File: src/rtl/dpf_pkg.sv
package dpf_pkg;
   typedef enum logic [2:0] {
      CSR_CTRL    = 3'd0,
      CSR_LO_BASE = 3'd1,
      CSR_LO_LIM  = 3'd2,
      CSR_HI_BASE = 3'd3,
      CSR_HI_LIM  = 3'd4
   } csr_sel_e;

   localparam int CTRL_GLOB = 0;
   localparam int CTRL_LO   = 1;
   localparam int CTRL_HI   = 2;
endpackage

File: src/rtl/dpf_cfg.sv
module dpf_cfg #(
   parameter int PAGE_W = 19
) (
   input  logic              clk,
   input  logic              rst_n,
   input  logic              we,
   input  logic [2:0]        sel,
   input  logic [PAGE_W-1:0] wdata,
   output logic              glob_en,
   output logic              lo_en,
   output logic              hi_en,
   output logic [PAGE_W-1:0] lo_base,
   output logic [PAGE_W-1:0] lo_lim,
   output logic [PAGE_W-1:0] hi_base,
   output logic [PAGE_W-1:0] hi_lim
);
   import dpf_pkg::*;

   always_ff @(posedge clk or negedge rst_n) begin
      if (!rst_n) begin
         glob_en <= 1'b0;
         lo_en   <= 1'b0;
         hi_en   <= 1'b0;
         lo_base <= '0;
         lo_lim  <= '0;
         hi_base <= '0;
         hi_lim  <= '0;
      end else if (we) begin
         case (csr_sel_e'(sel))
            CSR_CTRL: begin
               glob_en <= wdata[CTRL_GLOB];
               lo_en   <= wdata[CTRL_LO];
               hi_en   <= wdata[CTRL_HI];
            end
            CSR_LO_BASE: lo_base <= wdata;
            CSR_LO_LIM:  lo_lim  <= wdata;
            CSR_HI_BASE: hi_base <= wdata;
            CSR_HI_LIM:  hi_lim  <= wdata;
            default: ;
         endcase
      end
   end
endmodule

File: src/rtl/dpf_window.sv
module dpf_window #(
   parameter int ADDR_W  = 39,
   parameter int GRAN_W  = 20,
   parameter bit IS_HIGH = 1'b0
) (
   input  logic [ADDR_W-GRAN_W-1:0] base,
   input  logic [ADDR_W-GRAN_W-1:0] lim,
   input  logic                     en,
   input  logic [ADDR_W-1:0]        addr,
   output logic                     cfg_ok,
   output logic                     hit
);
   localparam int PAGE_W = ADDR_W - GRAN_W;
   localparam logic [PAGE_W-1:0] SPLIT = PAGE_W'(1) << (32 - GRAN_W);

   logic              side_ok;
   logic [ADDR_W-1:0] lo_byte;
   logic [ADDR_W-1:0] hi_byte;

   generate
      if (IS_HIGH) begin : g_above
         assign side_ok = (base >= SPLIT);
      end else begin : g_below
         assign side_ok = (lim < SPLIT);
      end
   endgenerate

   assign lo_byte = {base, {GRAN_W{1'b0}}};
   assign hi_byte = {lim,  {GRAN_W{1'b1}}};
   assign cfg_ok  = side_ok && (base <= lim);
   assign hit     = en && cfg_ok && (addr >= lo_byte) && (addr <= hi_byte);
endmodule

File: src/rtl/dpf_resp.sv
module dpf_resp #(
   parameter int DATA_W = 64
) (
   input  logic              clk,
   input  logic              rst_n,
   input  logic              req_valid,
   input  logic              req_is_dma,
   input  logic              req_write,
   input  logic              remap_en,
   input  logic              win_hit,
   output logic              dec_valid,
   output logic              dec_block,
   output logic              dec_err,
   output logic              dec_drop_wr,
   output logic              dec_to_xlate,
   output logic [DATA_W-1:0] dec_rdata
);
   logic blk;
   assign blk = req_valid && req_is_dma && win_hit;

   always_ff @(posedge clk or negedge rst_n) begin
      if (!rst_n) begin
         dec_valid    <= 1'b0;
         dec_block    <= 1'b0;
         dec_err      <= 1'b0;
         dec_drop_wr  <= 1'b0;
         dec_to_xlate <= 1'b0;
         dec_rdata    <= '0;
      end else begin
         dec_valid    <= req_valid;
         dec_block    <= blk;
         dec_err      <= blk;
         dec_drop_wr  <= blk && req_write;
         dec_to_xlate <= req_valid && req_is_dma && !win_hit && remap_en;
         dec_rdata    <= (blk && !req_write) ? '1 : '0;
      end
   end
endmodule

File: src/rtl/dma_prot_filter.sv
module dma_prot_filter #(
   parameter int ADDR_W = 39,
   parameter int GRAN_W = 20,
   parameter int DATA_W = 64
) (
   input  logic                     clk,
   input  logic                     rst_n,
   input  logic                     cfg_we,
   input  logic [2:0]               cfg_addr,
   input  logic [ADDR_W-GRAN_W-1:0] cfg_wdata,
   input  logic                     remap_en,
   input  logic                     req_valid,
   input  logic                     req_is_dma,
   input  logic                     req_write,
   input  logic [ADDR_W-1:0]        req_addr,
   output logic                     dec_valid,
   output logic                     dec_block,
   output logic                     dec_err,
   output logic                     dec_drop_wr,
   output logic                     dec_to_xlate,
   output logic [DATA_W-1:0]        dec_rdata,
   output logic                     prot_ok
);
   localparam int PAGE_W = ADDR_W - GRAN_W;
   localparam int N_WIN  = 2;

   generate
      if (ADDR_W <= 32) begin : g_bad_addr
         $error("ADDR_W must reach above 4 GB");
      end
      if (GRAN_W < 1 || GRAN_W >= 32) begin : g_bad_gran
         $error("GRAN_W must lie in 1..31");
      end
      if (PAGE_W < 3) begin : g_bad_page
         $error("page field too narrow for control bits");
      end
   endgenerate

   logic              glob_en;
   logic              lo_en;
   logic              hi_en;
   logic [PAGE_W-1:0] lo_base;
   logic [PAGE_W-1:0] lo_lim;
   logic [PAGE_W-1:0] hi_base;
   logic [PAGE_W-1:0] hi_lim;

   dpf_cfg #(.PAGE_W(PAGE_W)) u_cfg (
      .clk     (clk),
      .rst_n   (rst_n),
      .we      (cfg_we),
      .sel     (cfg_addr),
      .wdata   (cfg_wdata),
      .glob_en (glob_en),
      .lo_en   (lo_en),
      .hi_en   (hi_en),
      .lo_base (lo_base),
      .lo_lim  (lo_lim),
      .hi_base (hi_base),
      .hi_lim  (hi_lim)
   );

   logic [PAGE_W-1:0] w_base [N_WIN];
   logic [PAGE_W-1:0] w_lim  [N_WIN];
   logic [N_WIN-1:0]  w_en;
   logic [N_WIN-1:0]  w_ok;
   logic [N_WIN-1:0]  w_hit;

   assign w_base[0] = lo_base;
   assign w_lim[0]  = lo_lim;
   assign w_en[0]   = glob_en && lo_en;
   assign w_base[1] = hi_base;
   assign w_lim[1]  = hi_lim;
   assign w_en[1]   = glob_en && hi_en;

   generate
      for (genvar i = 0; i < N_WIN; i++) begin : g_win
         dpf_window #(
            .ADDR_W  (ADDR_W),
            .GRAN_W  (GRAN_W),
            .IS_HIGH (i == 1)
         ) u_win (
            .base   (w_base[i]),
            .lim    (w_lim[i]),
            .en     (w_en[i]),
            .addr   (req_addr),
            .cfg_ok (w_ok[i]),
            .hit    (w_hit[i])
         );
      end
   endgenerate

   assign prot_ok = glob_en && (&w_ok);

   dpf_resp #(.DATA_W(DATA_W)) u_resp (
      .clk          (clk),
      .rst_n        (rst_n),
      .req_valid    (req_valid),
      .req_is_dma   (req_is_dma),
      .req_write    (req_write),
      .remap_en     (remap_en),
      .win_hit      (|w_hit),
      .dec_valid    (dec_valid),
      .dec_block    (dec_block),
      .dec_err      (dec_err),
      .dec_drop_wr  (dec_drop_wr),
      .dec_to_xlate (dec_to_xlate),
      .dec_rdata    (dec_rdata)
   );
endmodule

File: config.mk
export PLATFORM = sky130hd
export DESIGN_NAME = dma_prot_filter
export DESIGN_NICKNAME = d
export VERILOG_FILES = /design/src/rtl/dpf_pkg.sv /design/src/rtl/dpf_cfg.sv /design/src/rtl/dpf_window.sv /design/src/rtl/dpf_resp.sv /design/src/rtl/dma_prot_filter.sv
export SDC_FILE = /design/constraint.sdc
export NUM_CORES = 1
export LEC_CHECK = 0
export BUFFER_PORTS_ARGS = -buffer_cell sky130_fd_sc_hd__buf_2
export CORE_ASPECT_RATIO = 0.75
export CORE_MARGIN = 2
export CORE_UTILIZATION = 60
export CTS_CLUSTER_DIAMETER = 200
export CTS_CLUSTER_SIZE = 14
export DETAILED_ROUTE_END_ITERATION = 16
export HOLD_SLACK_MARGIN = 0.02
export PLACE_DENSITY_LB_ADDON = 0.05
export REMOVE_ABC_BUFFERS = 1
export SKIP_LAST_GASP = 1
export SLEW_MARGIN = 20
export SYNTH_ARGS = -nofsm -noshare
export SYNTH_HDL_FRONTEND = slang
export SYNTH_SLANG_ARGS = --single-unit
File: constraint.sdc
create_clock -name clk -period 5 [get_ports clk]
set_clock_uncertainty 0.05 [all_clocks]
set_input_delay 0.75 -clock clk [delete_from_list [all_inputs] [get_ports clk]]
set_output_delay 0.75 -clock clk [all_outputs]
set_load 0.01 [all_outputs]
; Yosys cells after proc, flatten, opt, wreduce, memory -nomap -nowiden
; Cells that the tools add are included.
[op_classes]
magnitude_cmp = 8
n_eq_ne = 4
n_mux = 1
reduce_logical = 27
[op_table]
columns = operator, n
row1 = $ge A39 B39 Y1, 2
row2 = $le A39 B39 Y1, 2
row3 = $mux W64, 1
row4 = $le A19 B19 Y1, 2
row5 = $ge A19 B13 Y1 const B, 1
row6 = $lt A19 B13 Y1 const B, 1
row7 = $logic_and A1 B1 Y1, 17
row8 = $reduce_and A2 Y1, 6
row9 = $eq A3 B2 Y1 const B, 2
row10 = $eq A3 B1 Y1 const B, 1
row11 = $eq A3 B3 Y1 const B, 1
row12 = $logic_not A3 Y1, 1
row13 = $logic_not A1 Y1, 2
row14 = $reduce_or A2 Y1, 1
[word_totals]
reg_bits = 147
inputBits = 68
out_inout_bits = 70

; Longest topological paths before layout
[logic_depth]
depth_word = 9
ltp_mapped = 9

; Modules after synthesis
; Synthesis repeated with hierarchy kept, for this count alone.
[hier_totals]
cells_unflattened = 639
hier_area_um2 = 6735.2
[by_module_without_submodules]
columns = mod, instances, cells_per_inst, area_each_um2
row1 = dpf_cfg, 1, 171, 3123.0
row2 = dpf_window at g_win[0].u_win, 1, 195, 1473.9
row3 = dpf_window at g_win[1].u_win, 1, 196, 1471.4
row4 = dpf_resp, 1, 73, 641.9
row5 = dma_prot_filter, 1, 4, 25.0

; Worst setup path before layout
; Ideal clock, no wire load.
[synth_path]
kind = in2reg
start = input req_addr[26]
end = register u_resp.dec_drop_wr
setup_time_ns = 0.067
arrival_ns = 2.353
t_required_ns = 4.883
path_slack_ns = 2.530
stages = 8
path_cell_list = ha_1 a21oi_1 o21ai_1 a2111oi_2 o21ai_1 o31ai_1 nor4bb_2 o2111a_1
[synth_between]
elab_chain_len = 6
word_cells_on_any_way = 11
cone_classes = 4 x order compare / 7 x reduce/logical
[synth_lines]
columns = element, line_no
row1 = from (decl), dma_prot_filter.sv:15  ; input logic [ADDR_W-1:0] req_addr,
row2 = $ge A39 B39 Y1, dpf_window.sv:31  ; assign hit = en && cfg_ok && (addr >= lo_byte) && (addr <= hi_byte);
row3 = $logic_and A1 B1 Y1 (2 in a row), dpf_window.sv:31
row4 = $reduce_or A2 Y1 *, dma_prot_filter.sv:101  ; .win_hit (|w_hit),
row5 = $logic_and A1 B1 Y1 *, dpf_resp.sv:19  ; assign blk = req_valid && req_is_dma && win_hit;
row6 = $logic_and A1 B1 Y1 *, dpf_resp.sv:33  ; dec_drop_wr <= blk && req_write;
row7 = to (signal assigned), dpf_resp.sv:33
row8 = to (decl), dpf_resp.sv:14  ; output logic dec_drop_wr,
; Mark *: on every way between the ends. The rest lies on a longest branch, timed or not.
; A chain may end at the register's enable or synchronous reset.

; Worst setup path in the final report
[layout_path]
start = register u_cfg.hi_base[12]
end = output prot_ok
[layout_between]
elab_chain_len = 4
word_cells_on_any_way = 5
cone_classes = 2 x order compare / 3 x reduce/logical
[layout_lines]
columns = element, line_no
row1 = from (decl), dpf_cfg.sv:14  ; output logic [PAGE_W-1:0] hi_base,
row2 = from (signal assigned), dpf_cfg.sv:37  ; CSR_HI_BASE: hi_base <= wdata;
row3 = $ge A19 B13 Y1 or $le A19 B19 Y1 (tied branches), "dpf_window.sv:22, dpf_window.sv:30"
row4 = $logic_and A1 B1 Y1 *, dpf_window.sv:30  ; assign cfg_ok = side_ok && (base <= lim);
row5 = $reduce_and A2 Y1 *, dma_prot_filter.sv:92  ; assign prot_ok = glob_en && (&w_ok);
row6 = $logic_and A1 B1 Y1 *, dma_prot_filter.sv:92
row7 = to (decl), dma_prot_filter.sv:22  ; output logic prot_ok
; Marks and branches as above.

==> results.md <==
* **Largest delay share family, worst path** compound AO/OA/AOI/OAI gates
* **count of flip-flops with a built-in enable after synthesis** 0
* **Tot GR Track Use** 30.6%
* **maximum number of pins on one net before global-route repair** 85
* **maximum clock frequency** 309 MHz
* **Async SR Flop Fraction** 100%
* **Avg WL per Cell** 17.8 um
* **part of the cycle the worst path needs** 64.8%
* **Slew headroom** 47.8%
* **result of the run** completed
* **number of buffers inserted during clock tree synthesis** 9
* **Worst path max stage delay** 420 ps
* **Worst Path Buf+Inv** 1
* **type of the setup path with the least slack** flop to output pin
* **power density cells** 364 nW/um2
* **num rows** 32
* **Std-Cell Core Area** 10,300 um2
* **Syn Inst Count** 714
* **total of warnings raised by yosys** 0
* **top cells by area, synth** sky130_fd_sc_hd__dfrtp_1 33%, sky130_fd_sc_hd__ha_1 22%, sky130_fd_sc_hd__buf_4 7.5%, sky130_fd_sc_hd__o21ai_0 6.0%, sky130_fd_sc_hd__nand2_1 4.8%
* **initial cell density of the core** 61.8%
* **highest ir drop seen on vdd** 0.183 mV
* **Final setup viols** 0
* **final worst path period need** 3240 ps
* **TNS Setup** 0 ps
* **Detailed Route WL** 16,600 um
* **most common flop cell mapped by yosys** sky130_fd_sc_hd__dfrtp_1
* **crit start category** flop
* **clock tree from TritonCTS** done
* **count of nets after finishing** 971
* **vias in the first global route** 5,067
* **clk slew on worst S/H paths** 70 ps
* **DR vias/cell** 5.75
* **ordered cell list for the critical path** ha_1, a21oi_1, nor2_1, a211oi_1, o211ai_1, o21ai_0, and3_1, buf_2
* **hold slack final** 392 ps
* **cell type contributing the most total cell area after synthesis** sky130_fd_sc_hd__dfrtp_1
* **number of synthesized register bits** 84
* **static power due to leakage** 3.68 nW
* **post-CTS resize count** 0
* **number of hold-slack violations in the final timing report** 0
* **most common library cells after synthesis** 114 x sky130_fd_sc_hd__ha_1, 84 x sky130_fd_sc_hd__dfrtp_1, 81 x sky130_fd_sc_hd__nand2_1, 80 x sky130_fd_sc_hd__inv_1, 76 x sky130_fd_sc_hd__o21ai_0
* **H-Tree Level Count** 3
* **RePlAce Congestion** 0.916
* **dominant cell by count in the synthesized netlist** sky130_fd_sc_hd__ha_1
* **antenna violations before repair** 0
* **Cell Area, Synth** 6380 um2
* **cell type of the slowest stage on the worst timing path** sky130_fd_sc_hd__dfrtp_1
* **via count of the routed design** 5,343
* **cts-stage hold buffer count** 0
* **number of library cell types mapped by synthesis** 43
* **Syn Area/Cell** 8.94 um2
* **detailed-route DRC error count** 0
* **global-route wire length before repair** 26,300 um
* **Initial DRC Count** 396
* **fillers** 843
* **number of buffers added on ports** 137
* **pin slew with the least headroom to its limit** 783 ps
* **global route total overflow** 0
* **IO Pins** 138
* **final count of pins violating max slew** 0
* **DRT Pass-1 Iters** 5
* **unrepaired setup endpoints after global routing** no
* **share of Yosys cell area claimed by the top area cell type** 32.9%
* **reg-to-reg startpoint** u_cfg.lo_lim[16]$_DFFE_PN0P_
* **worst skew pair latency** 350 ps
* **highest net fanout along the worst path** 4
* **crit path capture type** output pin
* **HPWL after detailed placement** 12,900 um
* **sequential area share after synthesis** 32.9%
* **Post-CTS Setup Bufs** 0
* **number of maximum-capacitance constraint violations** 0
* **proportion of layout cells with a drive suffix above 1** 23.2%
* **data arrival at the endpoint of the critical path** 2440 ps
* **number of sinks driven by the clock tree** 84
* **die area** 11,500 um2
* **antenna diode count** 0
* **remaining number of nets flagged by the antenna check after routing** 0
* **Crit path required time** 4200 ps
* **Die Span X** 123 um
* **die height** 93.3 um
* **Syn-to-layout area delta** 11.0%
* **Clock Tree Buf Depth** 2
* **Critical Path Source** u_cfg.hi_base[12]$_DFFE_PN0P_
* **class of the tightest hold or removal check** input pin to async pin
* **buffer type at the clock tree root** sky130_fd_sc_hd__clkbuf_16
through the flow:
step	utilization, %	setup WS (ps)	total power (W)	instances	area [um2]
after floorplan	-	101	0.00149	637	5850
after global placement	65.3	2030	0.00177	914	6750
after detailed placement	65.3	1950	0.00181	914	6750
after CTS	68.5	1780	0.00257	930	7080
after global routing	68.6	1610	0.00276	930	7090
final	68.6	1760	0.00258	930	7090
logic make-up (layout without fill, tap and decap cells):
group           count (synthesis)  after routing  share of synthesized area [%]
flops                          84             84                           32.9
simple gates                  184            184                           14.1
fa+ha+maj                     114            114                           22.4
buf+inv                       157            237                           13.0
mux                            22             22                           3.88
compound gates                153            153                           13.8
cell usage in the layout (no fill, tap or decap), types with 2 or more instances in the layout:
cell / count
sky130_fd_sc_hd__buf_2: 136
sky130_fd_sc_hd__ha_1: 114
sky130_fd_sc_hd__dfrtp_1: 83
sky130_fd_sc_hd__nand2_1: 81
sky130_fd_sc_hd__inv_1: 80
sky130_fd_sc_hd__o21ai_0: 76
sky130_fd_sc_hd__a21oi_1: 36
sky130_fd_sc_hd__nand4_1: 28
sky130_fd_sc_hd__mux2_2: 22
sky130_fd_sc_hd__nor2_1: 16
sky130_fd_sc_hd__nand3_1: 14
sky130_fd_sc_hd__nor4_1: 12
sky130_fd_sc_hd__nor3_1: 12
sky130_fd_sc_hd__a21o_1: 9
sky130_fd_sc_hd__clkbuf_16: 9
sky130_fd_sc_hd__nor2b_1: 8
sky130_fd_sc_hd__a211oi_1: 7
sky130_fd_sc_hd__o21ai_1: 6
sky130_fd_sc_hd__buf_4: 4
sky130_fd_sc_hd__o2111a_1: 3
sky130_fd_sc_hd__o21a_1: 2
sky130_fd_sc_hd__and3_1: 2
sky130_fd_sc_hd__o21bai_1: 2
sky130_fd_sc_hd__inv_6: 2
sky130_fd_sc_hd__bufinv_16: 2
final cells by class:
type / instances / area, um2 / share of cell area (%)
Timing Repair Buffer: 141 / 722 / 10.2
Clock inverter: 6 / 93.8 / 1.32
Inverter: 80 / 300 / 4.24
Multi-Input combinational cell: 473 / 3460 / 48.8
Clock buffer: 10 / 239 / 3.37
Sequential cell: 84 / 2100 / 29.7
Tap cell: 136 / 170 / 2.40
report_power, final:
| part | switching (W) | internal, W |
|---|---|---|
| logic | 0.000550 | 0.000378 |
| clock network | 0.000297 | 0.000456 |
| registers | 0.0000839 | 0.000815 |
| total | 0.000930 | 0.00165 |
routing by layer:
layer / vias up / wire [um] / global-route usage [%]
li1: 2607 / - / -
met1: 2503 / 7900 / 44.9
met2: 208 / 7140 / 46.9
met3: 25 / 1250 / 5.24
met4: 0 / 282 / 7.58
met5: - / 0 / 0
path summary, 6_finish.rpt:
| check | to | slack, ps | cells past startpoint |
|---|---|---|---|
| worst min-delay path | u_cfg.lo_lim[4]$_DFFE_PN0P_ | 390 | 1 |
| worst max register to register | u_resp.dec_rdata[62]$_DFF_PN0_ | 2420 | 9 |
| max in group asynchronous | u_resp.dec_rdata[62]$_DFF_PN0_ | 3900 | 1 |
| worst max-delay path | prot_ok | 1760 | 8 |
| worst min register to register | u_cfg.lo_en$_DFFE_PN0P_ | 460 | 1 |
| min in group clk | u_cfg.lo_en$_DFFE_PN0P_ | 460 | 1 |
flip-flops by register name, summed over array words and instances (netlist names):
signal               flops
u_cfg.lo_base           19
u_resp.dec_rdata         1
u_resp.dec_to_xlate      1
u_cfg.glob_en            1
u_resp.dec_drop_wr       1
u_cfg.hi_base           19
u_cfg.lo_en              1
u_resp.dec_valid         1
u_cfg.hi_lim            19
u_cfg.lo_lim            19
u_cfg.hi_en              1
u_resp.dec_block         1
No activity file was read; power rests on OpenSTA's default activity.
